--- src/rtl/hsfc_pkg.sv ---
package hsfc_pkg;

  typedef enum logic {
    KIND_GRANT = 1'b0,
    KIND_NACK  = 1'b1
  } tx_kind_e;

  typedef enum logic [1:0] {
    ST_IDLE = 2'd0,
    ST_WAIT = 2'd1,
    ST_BACK = 2'd2
  } sched_st_e;

endpackage

--- src/rtl/hsfc_timer.sv ---
module hsfc_timer #(
  parameter int TIME_W = 24,
  parameter int TMO_W  = 16
) (
  input  logic              clk,
  input  logic              rst_n,
  input  logic [TMO_W-1:0]  timeout_i,
  input  logic [TIME_W-1:0] deadline_i,
  output logic [TIME_W-1:0] deadline_new_o,
  output logic              past_due_o
);

  logic [TIME_W-1:0] now_q, now_d;
  logic [TIME_W-1:0] gap;

  always_comb begin
    now_d = now_q + TIME_W'(1);
  end

  always_ff @(posedge clk or negedge rst_n) begin
    if (!rst_n) now_q <= '0;
    else        now_q <= now_d;
  end

  // Deadline for a request accepted in this cycle.
  assign deadline_new_o = now_q + TIME_W'(timeout_i);

  // Wrap-safe comparison: due once now has reached the deadline.
  assign gap        = now_q - deadline_i;
  assign past_due_o = ~gap[TIME_W-1];

endmodule

--- src/rtl/hsfc_fifo.sv ---
module hsfc_fifo #(
  parameter int WIDTH = 48,
  parameter int DEPTH = 8,
  localparam int PTR_W = (DEPTH > 1) ? $clog2(DEPTH) : 1,
  localparam int CNT_W = $clog2(DEPTH + 1)
) (
  input  logic             clk,
  input  logic             rst_n,
  input  logic             wr_en_i,
  input  logic [WIDTH-1:0] wr_data_i,
  input  logic             rd_en_i,
  output logic [WIDTH-1:0] rd_data_o,
  output logic             empty_o,
  output logic [CNT_W-1:0] count_o
);

  logic [WIDTH-1:0] slot_q [DEPTH];
  logic [PTR_W-1:0] wp_q, wp_d, rp_q, rp_d;
  logic [CNT_W-1:0] cnt_q, cnt_d;
  logic             do_wr, do_rd;

  assign do_wr = wr_en_i;
  assign do_rd = rd_en_i && (cnt_q != '0);

  always_comb begin
    wp_d  = wp_q;
    rp_d  = rp_q;
    cnt_d = cnt_q;
    if (do_wr) wp_d = (wp_q == PTR_W'(DEPTH - 1)) ? '0 : wp_q + PTR_W'(1);
    if (do_rd) rp_d = (rp_q == PTR_W'(DEPTH - 1)) ? '0 : rp_q + PTR_W'(1);
    case ({do_wr, do_rd})
      2'b10:   cnt_d = cnt_q + CNT_W'(1);
      2'b01:   cnt_d = cnt_q - CNT_W'(1);
      default: cnt_d = cnt_q;
    endcase
  end

  always_ff @(posedge clk or negedge rst_n) begin
    if (!rst_n) begin
      wp_q  <= '0;
      rp_q  <= '0;
      cnt_q <= '0;
    end else begin
      wp_q  <= wp_d;
      rp_q  <= rp_d;
      cnt_q <= cnt_d;
    end
  end

  for (genvar i = 0; i < DEPTH; i++) begin : g_slot
    logic slot_en;
    assign slot_en = do_wr && (wp_q == PTR_W'(i));
    always_ff @(posedge clk) begin
      if (slot_en) slot_q[i] <= wr_data_i;
    end
  end

  assign rd_data_o = slot_q[rp_q];
  assign empty_o   = (cnt_q == '0);
  assign count_o   = cnt_q;

endmodule

--- src/rtl/hsfc_ctrl.sv ---
module hsfc_ctrl
  import hsfc_pkg::*;
#(
  parameter int ADDR_W = 8,
  parameter int AMT_W  = 16,
  parameter int TIME_W = 24,
  parameter int DEPTH  = 8,
  parameter int QUOTA  = 64,
  localparam int CNT_W = $clog2(DEPTH + 1)
) (
  input  logic              clk,
  input  logic              rst_n,
  input  logic              arr_nack_i,
  input  logic [ADDR_W-1:0] arr_src_i,
  input  logic [AMT_W-1:0]  arr_amt_i,
  input  logic [ADDR_W-1:0] head_src_i,
  input  logic [AMT_W-1:0]  head_amt_i,
  input  logic [TIME_W-1:0] head_dl_i,
  input  logic              head_due_i,
  input  logic              empty_i,
  input  logic [CNT_W-1:0]  count_i,
  input  logic              ack_i,
  output logic              pop_o,
  output logic              wb_push_o,
  output logic [ADDR_W-1:0] wb_src_o,
  output logic [AMT_W-1:0]  wb_amt_o,
  output logic [TIME_W-1:0] wb_dl_o,
  output logic              req_ready_o,
  output logic              tx_valid_o,
  output logic              tx_kind_o,
  output logic [ADDR_W-1:0] tx_src_o,
  output logic [AMT_W-1:0]  tx_amt_o
);

  localparam logic [AMT_W-1:0] QUOTA_C = AMT_W'(QUOTA);
  localparam logic [CNT_W:0]   SLOTS_C = (CNT_W + 1)'(DEPTH);

  sched_st_e         st_q, st_d;
  logic [ADDR_W-1:0] cur_src_q;
  logic [AMT_W-1:0]  cur_amt_q, cur_amt_d;
  logic [TIME_W-1:0] cur_dl_q;
  logic              cur_load;

  logic              txv_q, txv_d;
  tx_kind_e          txk_q, txk_d;
  logic [ADDR_W-1:0] txs_q, txs_d;
  logic [AMT_W-1:0]  txa_q, txa_d;

  logic [AMT_W-1:0]  grant_amt;
  logic [CNT_W:0]    occupied;
  logic              held;

  assign grant_amt = (head_amt_i > QUOTA_C) ? QUOTA_C : head_amt_i;

  always_comb begin
    st_d      = st_q;
    pop_o     = 1'b0;
    cur_load  = 1'b0;
    cur_amt_d = head_amt_i - grant_amt;
    txv_d     = 1'b0;
    txk_d     = txk_q;
    txs_d     = txs_q;
    txa_d     = txa_q;
    if (arr_nack_i) begin
      txv_d = 1'b1;
      txk_d = KIND_NACK;
      txs_d = arr_src_i;
      txa_d = arr_amt_i;
    end
    case (st_q)
      ST_IDLE: begin
        if (!empty_i && !arr_nack_i) begin
          pop_o = 1'b1;
          txv_d = 1'b1;
          txs_d = head_src_i;
          if (head_due_i) begin
            txk_d = KIND_NACK;
            txa_d = head_amt_i;
          end else begin
            txk_d    = KIND_GRANT;
            txa_d    = grant_amt;
            cur_load = 1'b1;
            st_d     = ST_WAIT;
          end
        end
      end
      ST_WAIT: begin
        if (ack_i) st_d = (cur_amt_q != '0) ? ST_BACK : ST_IDLE;
      end
      ST_BACK: st_d = ST_IDLE;
      default: st_d = ST_IDLE;
    endcase
  end

  always_ff @(posedge clk or negedge rst_n) begin
    if (!rst_n) begin
      st_q  <= ST_IDLE;
      txv_q <= 1'b0;
      txk_q <= KIND_GRANT;
    end else begin
      st_q  <= st_d;
      txv_q <= txv_d;
      if (txv_d) txk_q <= txk_d;
    end
  end

  always_ff @(posedge clk) begin
    if (txv_d) begin
      txs_q <= txs_d;
      txa_q <= txa_d;
    end
    if (cur_load) begin
      cur_src_q <= head_src_i;
      cur_amt_q <= cur_amt_d;
      cur_dl_q  <= head_dl_i;
    end
  end

  assign held        = (st_q != ST_IDLE);
  assign occupied    = (CNT_W + 1)'(count_i) + (CNT_W + 1)'(held);
  assign req_ready_o = (st_q != ST_BACK) && (occupied < SLOTS_C);

  assign wb_push_o = (st_q == ST_BACK);
  assign wb_src_o  = cur_src_q;
  assign wb_amt_o  = cur_amt_q;
  assign wb_dl_o   = cur_dl_q;

  assign tx_valid_o = txv_q;
  assign tx_kind_o  = txk_q;
  assign tx_src_o   = txs_q;
  assign tx_amt_o   = txa_q;

endmodule

--- src/rtl/hsfc_sched.sv ---
module hsfc_sched #(
  parameter int          ADDR_W   = 8,
  parameter int          AMT_W    = 16,
  parameter int          TMO_W    = 16,
  parameter int          TIME_W   = 24,
  parameter int          DEPTH    = 8,
  parameter int          QUOTA    = 64,
  parameter logic [7:0]  OWN_ADDR = 8'h5A
) (
  input  logic              clk,
  input  logic              rst_n,
  input  logic              req_valid,
  output logic              req_ready,
  input  logic [ADDR_W-1:0] req_hs_addr,
  input  logic [ADDR_W-1:0] req_src_addr,
  input  logic [AMT_W-1:0]  req_amount,
  input  logic [TMO_W-1:0]  req_timeout,
  input  logic              ack,
  output logic              tx_valid,
  output logic              tx_kind,
  output logic [ADDR_W-1:0] tx_src,
  output logic [AMT_W-1:0]  tx_amount
);

  localparam int ENT_W = ADDR_W + AMT_W + TIME_W;
  localparam int CNT_W = $clog2(DEPTH + 1);

  typedef struct packed {
    logic [ADDR_W-1:0] src;
    logic [AMT_W-1:0]  amt;
    logic [TIME_W-1:0] dl;
  } entry_t;

  logic              accept, for_me, is_bad, arr_nack, arr_push;
  logic [TIME_W-1:0] dl_new;
  entry_t            wr_ent, head_ent;
  logic [ENT_W-1:0]  head_raw;
  logic              fifo_empty, head_due, pop, wb_push;
  logic [CNT_W-1:0]  fifo_cnt;
  logic [ADDR_W-1:0] wb_src;
  logic [AMT_W-1:0]  wb_amt;
  logic [TIME_W-1:0] wb_dl;

  assign accept   = req_valid && req_ready;
  assign for_me   = (req_hs_addr == ADDR_W'(OWN_ADDR));
  assign is_bad   = (req_timeout == '0) || (req_amount == '0);
  assign arr_nack = accept && for_me && is_bad;
  assign arr_push = accept && for_me && !is_bad;

  always_comb begin
    if (wb_push) begin
      wr_ent.src = wb_src;
      wr_ent.amt = wb_amt;
      wr_ent.dl  = wb_dl;
    end else begin
      wr_ent.src = req_src_addr;
      wr_ent.amt = req_amount;
      wr_ent.dl  = dl_new;
    end
  end

  assign head_ent = entry_t'(head_raw);

  hsfc_timer #(.TIME_W(TIME_W), .TMO_W(TMO_W)) u_timer (
    .clk            (clk),
    .rst_n          (rst_n),
    .timeout_i      (req_timeout),
    .deadline_i     (head_ent.dl),
    .deadline_new_o (dl_new),
    .past_due_o     (head_due)
  );

  hsfc_fifo #(.WIDTH(ENT_W), .DEPTH(DEPTH)) u_queue (
    .clk       (clk),
    .rst_n     (rst_n),
    .wr_en_i   (arr_push || wb_push),
    .wr_data_i (wr_ent),
    .rd_en_i   (pop),
    .rd_data_o (head_raw),
    .empty_o   (fifo_empty),
    .count_o   (fifo_cnt)
  );

  hsfc_ctrl #(
    .ADDR_W (ADDR_W),
    .AMT_W  (AMT_W),
    .TIME_W (TIME_W),
    .DEPTH  (DEPTH),
    .QUOTA  (QUOTA)
  ) u_ctrl (
    .clk         (clk),
    .rst_n       (rst_n),
    .arr_nack_i  (arr_nack),
    .arr_src_i   (req_src_addr),
    .arr_amt_i   (req_amount),
    .head_src_i  (head_ent.src),
    .head_amt_i  (head_ent.amt),
    .head_dl_i   (head_ent.dl),
    .head_due_i  (head_due),
    .empty_i     (fifo_empty),
    .count_i     (fifo_cnt),
    .ack_i       (ack),
    .pop_o       (pop),
    .wb_push_o   (wb_push),
    .wb_src_o    (wb_src),
    .wb_amt_o    (wb_amt),
    .wb_dl_o     (wb_dl),
    .req_ready_o (req_ready),
    .tx_valid_o  (tx_valid),
    .tx_kind_o   (tx_kind),
    .tx_src_o    (tx_src),
    .tx_amt_o    (tx_amount)
  );

endmodule

--- config.mk ---
export PLATFORM = sky130hd
export DESIGN_NAME = hsfc_sched
export DESIGN_NICKNAME = d
export VERILOG_FILES = /design/src/rtl/hsfc_pkg.sv /design/src/rtl/hsfc_timer.sv /design/src/rtl/hsfc_fifo.sv /design/src/rtl/hsfc_ctrl.sv /design/src/rtl/hsfc_sched.sv
export SDC_FILE = /design/constraint.sdc
export NUM_CORES = 1
export LEC_CHECK = 0
export BUFFER_PORTS_ARGS = -buffer_cell sky130_fd_sc_hd__buf_2
export CAP_MARGIN = 10
export CORE_ASPECT_RATIO = 0.5
export CORE_UTILIZATION = 30
export DETAILED_ROUTE_END_ITERATION = 6
export HOLD_SLACK_MARGIN = 0.1
export REMOVE_ABC_BUFFERS = 1
export SYNTH_ARGS = -nofsm -noshare
export SYNTH_HDL_FRONTEND = slang
export SYNTH_HIERARCHICAL = 1
export SYNTH_SLANG_ARGS = --single-unit
--- constraint.sdc ---
create_clock -name clk -period 4.8 [get_ports clk]
set_input_delay 0.72 -clock clk [delete_from_list [all_inputs] [get_ports clk]]
set_output_delay 0.72 -clock clk [all_outputs]
set_load 0.01 [all_outputs]
==> out/metrics.yaml, run 1 <==
initial_core_util: 0.3041
ys_ff_latch: 494
hold_viol: 0
drtIter0Drc: 723
skew_ns: 0.01379
rsz0062_at_grt: "false"
power_leakage_nw: 8.532
final_common_cell: "edfxtp_1"
clock_latency_ns: 0.59
tightest_slew_ns: 1.037
ys_async_sr_fraction: 0.07692
yosysWarnings: 6
r2r_slack_ns: 0.36
grt_usage: 0.1298
yosysTopAreaCell: "edfxtp_1"
routedWlPerCell_um: 20.25
dieArea_um2: 73250
ys_top_cells_by_area: "edfxtp_1, mux4_2, mux2_2, dfrtp_1, ha_1"
r2r_end: "u_ctrl/wb_amt_o[12]"
grt_antenna_before_repair: 0
syn_to_final_growth_pct: 15.39
cts_tree: "built"
drt_wl_total_mm: 47.46
hp-class: "in2async"
power_density_nw_per_um2: 584.4
layout_common_cells: "edfxtp_1, mux4_2, mux2_2"
die_x_um: 381.8
holdWs_ns: 0.2159
clk_path_buf_depth: 3
routabilityCongestion: 0.8301
cp-start-kind: "flip-flop"
drive_gt1_frac: 0.2975
cp_data_required_time_ns: 5.14
maxCapViolations: 0
endpoint_kind: "flip-flop"
ctsHoldBuffers: 0
synth_top_area_frac: 0.6330
route.detailed.drc: 0
r2r_start: "u_queue/rp_q[0]"
cts-resized-gates: 0
port_buffers: 78
ys_types: 84
ys_seq_area_frac: 0.6770
grt_pass1_wl_mm: 72.26
layout.nets: 1448
diodes: 0
ir_drop_uv: 267.7
post-place-ws_ns: 0.2676
grt_max_degree: 50
clk_root_buffer_cell: "clkbuf_16"
synth-main-ff-cell: "edfxtp_1"
rows: 69
syn_avg_cell_area_um2: 17.54
dr_total_vias: 11298
drtPass1Iterations: 5
ant_nets: 0
first_global_vias: 11729
crit_path_max_fanout: 21
power_w: 0.01459
path_clk_slew_ns: 0.06
worst_slack_ns: 0.3606
finalCoreUtilization: 0.3509
period_needed_ns: 4.439
ios: 79
post_cts_buffers: 0
timing.final.crit_share: 0.9249
cts_max_level: 2
routed_via_density: 4.822
hpwl_mm: 28.66
synth-edff-count: 456
grt-ovfl-total: 0
die_h_um: 191.9
r2r_cells: 13
setup_viol: 0
critPathArrivalTime_ns: 4.78
worstSetupPathType: "reg2reg"
fmax_ghz: 0.2253
cts_buffers: 50
finalMaxSlewViolations: 0
coreArea_um2: 71140
syn-cell-area_um2: 21630
status: "complete, no violations"
synthCells: 1233
clkSinkCount: 494
slew_headroom: 0.3089
metrics by stage:
step	setup TNS (ns)	std cells	instance area (um2)
2_1_floorplan	-337.29	1183	21340
3_3_place_gp	0	2249	23300
3_5_place_dp	0	2249	23300
4_1_cts	0	2343	24960
5_1_grt	0	2343	24960
6_report	0	2343	24960
final cells by class:
cell class | count | area, um2
fill | 6738 | 46180
clock inverter | 32 | 326.6
inverter | 39 | 146.4
timing repair buffer | 108 | 703.2
clock buffer | 62 | 1338
sequential | 494 | 14650
multi-input combinational | 650 | 6595
tap | 958 | 1199
flip-flops by register name, summed over array words and instances (netlist names):
name / cells
u_queue/count_o: 4
u_ctrl/tx_kind_o: 1
u_ctrl/tx_src_o: 8
u_queue/slot_q: 384
u_ctrl/wb_src_o: 8
u_ctrl/tx_amt_o: 16
u_ctrl/tx_valid_o: 1
u_ctrl/st_q: 2
u_timer/now_q: 24
u_queue/wp_q: 3
u_ctrl/wb_amt_o: 16
u_queue/rp_q: 3
u_ctrl/wb_dl_o: 24
cell families after synthesis:
| logic type | after synthesis | synth area share |
|---|---|---|
| other cells | 1 | 0.0001734 |
| simple gates | 205 | 0.05269 |
| flops | 494 | 0.6770 |
| mux | 205 | 0.1577 |
| xor+xnor | 51 | 0.02065 |
| fa+ha+maj | 53 | 0.03135 |
| buf+inv | 89 | 0.02013 |
| compound gates | 135 | 0.04032 |
critical path: stages, from the launching register on:
cell     delay (ns)
dfrtp_4        0.61
buf_4          0.24
buf_12         0.22
mux4_2         0.52
mux2_2         0.34
or4_4          0.59
o31ai_4        0.29
nand2_1        0.19
nand2_1        0.11
ha_1           0.37
inv_1          0.18
o21ba_2        0.24
o21ai_0        0.18
xnor2_1        0.09
report_power, final:
part	leakage (nW)	internal [W]	switching [W]
clock	0.808	0.00231	0.00164
sequential	4.65	0.00573	0.000338
combinational	3.08	0.00204	0.00252
total	8.53	0.0101	0.00450
cell usage after synthesis (2+ instances only):
master / n
edfxtp_1: 456
mux4_2: 96
mux2_2: 90
nand2_1: 55
ha_1: 51
a21oi_1: 45
inv_1: 39
dfrtp_1: 38
o21ai_0: 34
xor2_1: 28
xnor2_1: 23
nand3_1: 22
clkbuf_1: 21
nor2_1: 20
nor3b_1: 17
buf_2: 16
nor4_1: 16
nand4_1: 13
and3_1: 12
nor3_1: 12
mux2_4: 9
mux2i_1: 9
and2_1: 8
nor2b_1: 7
a21o_1: 6
buf_6: 5
o21ai_1: 5
a211oi_1: 4
a21boi_0: 4
buf_4: 4
o31ai_1: 4
a31oi_1: 3
or4_4: 3
a211o_1: 2
a211oi_2: 2
and4_1: 2
fa_1: 2
nand2b_1: 2
nor2_2: 2
o211ai_1: 2
worst max-delay path by stage:
stage / from / cells after the start / end
floorplan: u_queue/rp_q[0] / 11 / u_ctrl/wb_amt_o[0]
global placement: u_queue/rp_q[0] / 13 / u_ctrl/wb_amt_o[12]
detailed placement: u_queue/rp_q[0] / 14 / u_ctrl/tx_amt_o[0]
CTS: u_queue/rp_q[0] / 14 / u_ctrl/tx_amt_o[0]
global route: u_queue/rp_q[0] / 13 / u_ctrl/wb_amt_o[12]
finish: u_queue/rp_q[0] / 13 / u_ctrl/wb_amt_o[12]
per-layer routing:
metal  part of all wire  up-vias  GRT usage  wire length [um]
li1                   -     5151          -                 -
met1               0.45     5910     0.1699             21240
met2               0.51      188     0.2278             23980
met3              0.031       49    0.01601              1470
met4              0.016        0    0.03462               770
met5                  0        -          0                 0
Power figures use the tool's default switching activity.
==> inputs of run 2 (changes only) <==
- ABC_AREA: not set -> 1
==> run 2 against run 1 <==
  * Sequential share of layout area shrank 3.5 points
  * Utilization shrank 0.18 points
  * Total power grew 5.1%
  * Area after synthesis grew 7.8%
  * Count of clock-buffer cells in the layout grew 7
  * Combinational power grew 20%
  * Sequential power is essentially flat
  * Synthesized cell count grew 94%
  * Wire length grew 25%
  * Largest cell class unchanged
==> out/metrics.yaml, run 2 <==
top_register: "u_queue/slot_q"  # unchanged
critPathArrivalTime_ns: 4.24  # was 4.78 ns
ios: 79  # unchanged
grt_antenna_before_repair: 2  # was 0
dr_total_vias: 16531  # was 11298
largest_register_ffs: 384  # unchanged
cts_buffers: 51  # was 50
grt_pass1_wl_mm: 91.54  # was 72.26 mm
syn_avg_cell_area_um2: 9.722  # was 17.54 um2
ys_top_cells_by_area: "edfxtp_1, nand2_1, nor2_1, dfrtp_1, o21ai_0"  # was edfxtp_1, mux4_2, mux2_2, dfrtp_1, ha_1
grt_max_degree: 107  # was 50
period_needed_ns: 3.949  # was 4.439 ns
cts_max_level: 2  # unchanged
grt-ovfl-total: 0  # unchanged
layout.nets: 2574  # was 1448
r2r_cells: 19  # was 13
seqCellArea_um2: 14650  # unchanged
synth-edff-count: 456  # unchanged
rsz0062_at_grt: "false"  # unchanged
routed_via_density: 4.683  # was 4.822
clk_root_buffer_cell: "clkbuf_16"  # unchanged
ir_drop_uv: 315.7  # was 267.7 uV
synth_top_area_frac: 0.5873  # was 0.6330
clkSinkCount: 494  # unchanged
cts-resized-gates: 0  # unchanged
multi_input_area_um2: 7630  # was 6595 um2
fin_area_um2: 26550  # was 24960 um2
status: "complete, no violations"  # unchanged
hp-class: "in2async"  # unchanged
drive_gt1_frac: 0.09697  # was 0.2975
setup_viol: 0  # unchanged
ys_types: 46  # was 84
route.detailed.drc: 0  # unchanged
routabilityCongestion: 0.9023  # was 0.8301
post_cts_buffers: 0  # unchanged
crit_path_max_fanout: 45  # was 21
finalMaxSlewViolations: 0  # unchanged
coreArea_um2: 76040  # was 71140 um2
ys_async_sr_fraction: 0.07692  # unchanged
post_dp_cell_area_um2: 24970  # was 23300 um2
cp-start-kind: "flip-flop"  # unchanged
endpoint_kind: "flip-flop"  # unchanged
r2r_slack_ns: 0.85  # was 0.36 ns
hpwl_mm: 36.05  # was 28.66 mm
die_h_um: 199.1  # was 191.9 um
cp_data_required_time_ns: 5.09  # was 5.14 ns
die_x_um: 396.2  # was 381.8 um
clock_latency_ns: 0.60  # was 0.59 ns
path_clk_slew_ns: 0.06  # about the same
drtPass1Iterations: 6  # was 5
fmax_ghz: 0.2532  # was 0.2253 GHz
holdWs_ns: 0.1970  # was 0.2159 ns
syn_to_final_growth_pct: 13.86  # was 15.39%
r2r_end: "u_ctrl/wb_dl_o[0]"  # was u_ctrl/wb_amt_o[12]
drt_wl_total_mm: 59.11  # was 47.46 mm
synthMostInstantiatedCell: "nand2_1"  # was edfxtp_1
synthTopCellsByCount: "nand2_1, edfxtp_1, nor2_1, o21ai_0, inv_1"  # was edfxtp_1, mux4_2, mux2_2, nand2_1, ha_1
maxCapViolations: 0  # unchanged
nFillCells: 7675  # was 6738
hold_viol: 0  # unchanged
tightest_slew_ns: 0.9165  # was 1.037 ns
ys_seq_area_frac: 0.6281  # was 0.6770
initial_core_util: 0.3066  # was 0.3041
cts_tree: "built"  # unchanged
timing.final.crit_share: 0.8228  # was 0.9249
r2r_start: "u_queue/rp_q[0]"  # unchanged
slew_headroom: 0.3881  # was 0.3089
skew_ns: 0.02453  # was 0.01379 ns
yosysWarnings: 6  # unchanged
synth-main-ff-cell: "edfxtp_1"  # unchanged
synthCells: 2398  # was 1233
ys_ff_latch: 494  # unchanged
dieArea_um2: 78900  # was 73250 um2
drtIter0Drc: 1281  # was 723
layout_common_cells: "nand2_1, edfxtp_1, nor2_1"  # was edfxtp_1, mux4_2, mux2_2
power_leakage_nw: 10.76  # was 8.532 nW
power_density_nw_per_um2: 577.6  # was 584.4 nW/um2
port_buffers: 78  # unchanged
final_common_cell: "nand2_1"  # was edfxtp_1
syn-cell-area_um2: 23310  # was 21630 um2
first_global_vias: 15942  # was 11729
ant_nets: 0  # unchanged
ctsHoldBuffers: 0  # unchanged
worstSetupPathType: "reg2reg"  # unchanged
routedWlPerCell_um: 16.75  # was 20.25 um
grt_usage: 0.1492  # was 0.1298
rows: 71  # was 69
clk_path_buf_depth: 3  # unchanged
yosysTopAreaCell: "edfxtp_1"  # unchanged
==> run 2: routing by layer <==
| layer | global-route usage | share of wire | vias up |
|---|---|---|---|
| met1 | 0.1956 | 0.44 | 7910 |
| met4 | 0.05305 | 0.027 | 0 |
| met5 | 0 | 0 | - |
| met2 | 0.2560 | 0.48 | 447 |
| li1 | - | - | 8086 |
| met3 | 0.01729 | 0.053 | 88 |
==> run 2: logic make-up (layout without fill, tap and decap cells) <==
family | Yosys count | in the layout | synth area share
compound gates | 252 | 252 | 0.05812
xor+xnor | 38 | 38 | 0.01428
fa+ha+maj | 53 | 53 | 0.02909
buf+inv | 252 | 360 | 0.04701
flops | 494 | 494 | 0.6281
other cells | 1 | 3 | 0.0001609
simple gates | 1308 | 1308 | 0.2232
==> run 2: stage by stage <==
step | setup slack [ns] | total power [W] | TNS (ns) | instances | util
3_3_place_gp | 0.9068 | 0.01157 | 0 | 3438 | 0.3284
3_5_place_dp | 0.8571 | 0.01168 | 0 | 3438 | 0.3284
4_1_cts | 0.8327 | 0.01546 | 0 | 3528 | 0.3490
2_1_floorplan | -4.403 | 0.009741 | -788.61 | 2302 | -
6_report | 0.8506 | 0.01533 | 0 | 3530 | 0.3491
5_1_grt | 0.5111 | 0.01635 | 0 | 3529 | 0.3491
==> run 2: cell type report <==
type	instances	share of cell area
Clock inverter	21	0.006505
Sequential cell	494	0.5520
Multi-Input combinational cell	1652	0.2874
Timing Repair Buffer	114	0.03101
Clock buffer	69	0.05255
Tap cell	1022	0.04817
Antenna cell	2	0.0001885
Inverter	156	0.02215
==> run 2: where the power goes <==
group	leakage [nW]	switching, W	internal [W]	total [W]
logic	5.34	0.00387	0.00160	0.00548
registers	4.65	0.000302	0.00579	0.00609
clock network	0.759	0.00163	0.00214	0.00376
total	10.8	0.00580	0.00953	0.0153
==> run 2: worst max path at each step <==
stage,from,endpoint,slack (ns),depth (start not counted)
finish,u_queue/rp_q[0],u_ctrl/wb_dl_o[0],0.85,19
global route,u_queue/rp_q[0],u_ctrl/wb_dl_o[0],0.51,19
CTS,u_queue/rp_q[0],u_ctrl/wb_dl_o[14],0.83,19
detailed placement,u_queue/rp_q[0],u_ctrl/wb_dl_o[7],0.86,19
global placement,u_queue/rp_q[0],u_ctrl/wb_dl_o[0],0.91,19
floorplan,u_queue/rp_q[0],u_ctrl/wb_amt_o[0],-4.40,16
==> run 2: worst max-delay path: stages, from the launching register on <==
cell and delay [ns]:
dfrtp_4 0.67, inv_4 0.14, buf_4 0.43, nand2_1 0.09, nand2_1 0.08, nand2_1 0.04, o21ai_1 0.09, nand2_1 0.06
nand2_1 0.10, inv_1 0.05, ha_1 0.30, a21o_1 0.20, nor2_1 0.20, nand2_1 0.09, nand2_1 0.08, nand3_1 0.06
nand2_1 0.06, nand2_1 0.15, nor2_4 0.43, buf_12 0.26
==> inputs of run 3 (changes only) <==
- ABC_AREA: 1 -> 0
- clock period: 4.8 -> 3.4 ns (I/O delays scaled with it)
==> run 3 against run 2 <==
  * The run now ends with setup timing left
  * Final cell count down 30%
  * Sequential power up 38%
  * Critical path depth down 8
  * Via count down 28%
  * Register-to-register slack worse by 1.1 ns
  * Worst hold slack better by 0.031 ns
  * Utilization up 3.1 points
==> out/metrics.yaml, run 3 (synthesized netlist as in run 1, its figures left out) <==
status: "complete, but fails checks"  # was complete, no violations
violations: "setup timing"
path_clk_slew_ns: 0.06  # about the same
fmax_ghz: 0.2749  # was 0.2532 GHz
top_register: "u_queue/slot_q"  # unchanged
hold_viol: 0  # unchanged
cts_buffers: 49  # was 51
drt_wl_total_mm: 49.49  # was 59.11 mm
critPathTopFamily: "simple AND/OR/NAND/NOR gates"  # unchanged
drive_gt1_frac: 0.4008  # was 0.09697
layout.nets: 1575  # was 2574
timing.final.crit_share: 1.070  # was 0.8228
endpoint_kind: "flip-flop"  # unchanged
worstSetupPathType: "reg2reg"  # unchanged
period_needed_ns: 3.637  # was 3.949 ns
die_x_um: 381.8  # was 396.2 um
clock_latency_ns: 0.60  # about the same
drtPass1Iterations: 5  # was 6
critPathArrivalTime_ns: 3.98  # was 4.24 ns
cts_max_level: 2  # unchanged
routed_via_density: 4.817  # was 4.683
ant_nets: 0  # unchanged
die_h_um: 191.9  # was 199.1 um
skew_ns: 0.02581  # was 0.02453 ns
grt_usage: 0.1343  # was 0.1492
finalCoreUtilization: 0.3798  # was 0.3491
syn_to_final_growth_pct: 24.90  # was 13.86%
clk_path_buf_depth: 3  # unchanged
ir_drop_uv: 491.0  # was 315.7 uV
maxCapViolations: 0  # unchanged
grt.busiest_layer: "met2"  # unchanged
ios: 79  # unchanged
path_buf_inv: 5  # was 4
critical_path.max_stage_delay_ns: 0.53  # was 0.67 ns
dieArea_um2: 73250  # was 78900 um2
hp-class: "in2reg"  # was in2async
crit_slowest_cell: "or4_4"  # was dfrtp_4
drtIter0Drc: 729  # was 1281
use_met3: 0.01496  # was 0.01729
dr_total_vias: 11874  # was 16531
diodes: 0  # was 2
first_global_vias: 12280  # was 15942
clk_root_buffer_cell: "clkbuf_16"  # unchanged
holdWs_ns: 0.2285  # was 0.1970 ns
met1_usage: 0.1758  # was 0.1956
largest_register_ffs: 384  # unchanged
final_common_cell: "edfxtp_1"  # was nand2_1
power_leakage_nw: 9.484  # was 10.76 nW
route.detailed.drc: 0  # unchanged
routedWlPerCell_um: 20.08  # was 16.75 um
hpwl_mm: 31.20  # was 36.05 mm
cp-start-kind: "flip-flop"  # unchanged
rsz0062_at_grt: "true"  # was false
cp_data_required_time_ns: 3.75  # was 5.09 ns
layout_common_cells: "edfxtp_1, mux4_2, buf_4"  # was nand2_1, edfxtp_1, nor2_1
coreArea_um2: 71140  # was 76040 um2
grt-ovfl-total: 0  # unchanged
grt_pass1_wl_mm: 75.05  # was 91.54 mm
grt_antenna_before_repair: 0  # was 2
clkSinkCount: 494  # unchanged
setup_viol: 75  # was 0
port_buffers: 78  # unchanged
power_density_nw_per_um2: 854.9  # was 577.6 nW/um2
worst_slack_ns: -0.2372  # was 0.8506 ns
path_cells: "buf_12 > buf_16 > buf_16 > buf_12 > mux4_2 > mux2_4 > or4_4 > buf_6 > or4_4 > nor2_4 > mux2_4"  # was inv_4 > buf_4 > nand2_1 > nand2_1 > nand2_1 > o21ai_1 > nand2_1 > nand2_1 > inv_1 > ha_1 > a21o_1 > nor2_1 > nand2_1 > nand2_1 > nand3_1 > nand2_1 > nand2_1 > nor2_4 > buf_12
crit_path_max_fanout: 8  # was 45
cts_tree: "built"  # unchanged
initial_core_util: 0.3041  # was 0.3066
use_met2: 0.2355  # was 0.2560
finalMaxSlewViolations: 0  # unchanged
grt_max_degree: 50  # was 107
tightest_slew_ns: 0.8516  # was 0.9165 ns
slew_headroom: 0.4322  # was 0.3881
routabilityCongestion: 0.8184  # was 0.9023
rows: 69  # was 71
[run 3: cell count changes in the layout (fill, tap and decap cells not counted), moves of 21 or more]
cell     before  now
inv_1       146   30
mux4_2        0   96
mux2_4        0   24
nor2_1      365   17
o21ai_0     158   18
nand2_1     826   52
nand3_1      42   21
buf_12       13   35
mux2_2        0   76
o21ai_1      47    7
buf_4        23   90
[run 3: final timing paths]
path | from | depth (start not counted) | end | slack (ns)
setup / recovery | u_queue/rp_q[0] | 11 | u_ctrl/wb_amt_o[14] | -0.24
hold / removal | req_src_addr[7] | 3 | u_ctrl/tx_src_o[7] | 0.23
setup reg to reg | u_queue/rp_q[0] | 11 | u_ctrl/wb_amt_o[14] | -0.24
hold reg to reg | u_ctrl/tx_kind_o | 2 | u_ctrl/tx_kind_o | 0.52
max in group asynchronous | rst_n | 3 | u_timer/now_q[7] | 2.16
min in group asynchronous | rst_n | 2 | u_queue/count_o[3] | 0.55
[run 3: routing by layer]
metal  vias up  part of all wire
met1      6188              0.44
li1       5421                 -
met4         0             0.018
met2       212              0.51
met3        53             0.032
met5         -                 0
[run 3: report_power, final]
group / internal (W) / switching (W)
clock network: 0.00329 / 0.00227
registers: 0.00808 / 0.000319
logic: 0.00466 / 0.00448
total: 0.0160 / 0.00707
[run 3: cell type report]
type	instances	area, um2
multi-input combinational	650	7063
tap	958	1199
timing repair buffer	236	2292
fill	6499	44120
clock buffer	63	1320
inverter	39	153.9
clock inverter	25	336.6
sequential	494	14650
[run 3: per-stage QoR]
step / instances / setup TNS (ns) / setup slack (ns) / area, um2 / total power, W
CTS: 2462 / -10.16 / -0.1931 / 26820 / 0.02306
floorplan: 1183 / -1172.56 / -5.120 / 21340 / 0.01326
global placement: 2333 / -41.88 / -0.6566 / 24200 / 0.01591
finish: 2465 / -9.823 / -0.2372 / 27020 / 0.02310
detailed placement: 2333 / -40.76 / -0.6436 / 24200 / 0.01599
global route: 2465 / -16.98 / -0.3032 / 27020 / 0.02421
[run 3: what timing repair did]
item	in CTS	in global routing
resized for setup	120	41
setup endpoints to repair	74	79
pin swaps	42	18
hold buffers	2	0
buffers inserted	36	5
endpoints found under the hold margin	30	0
cloned	7	2
[run 3: tightest hold or removal path: cells and delay by family]
kind	cells	cell delay [ns]
buf+inv	1	0.09
compound gates	1	0.06
simple gates	1	0.04
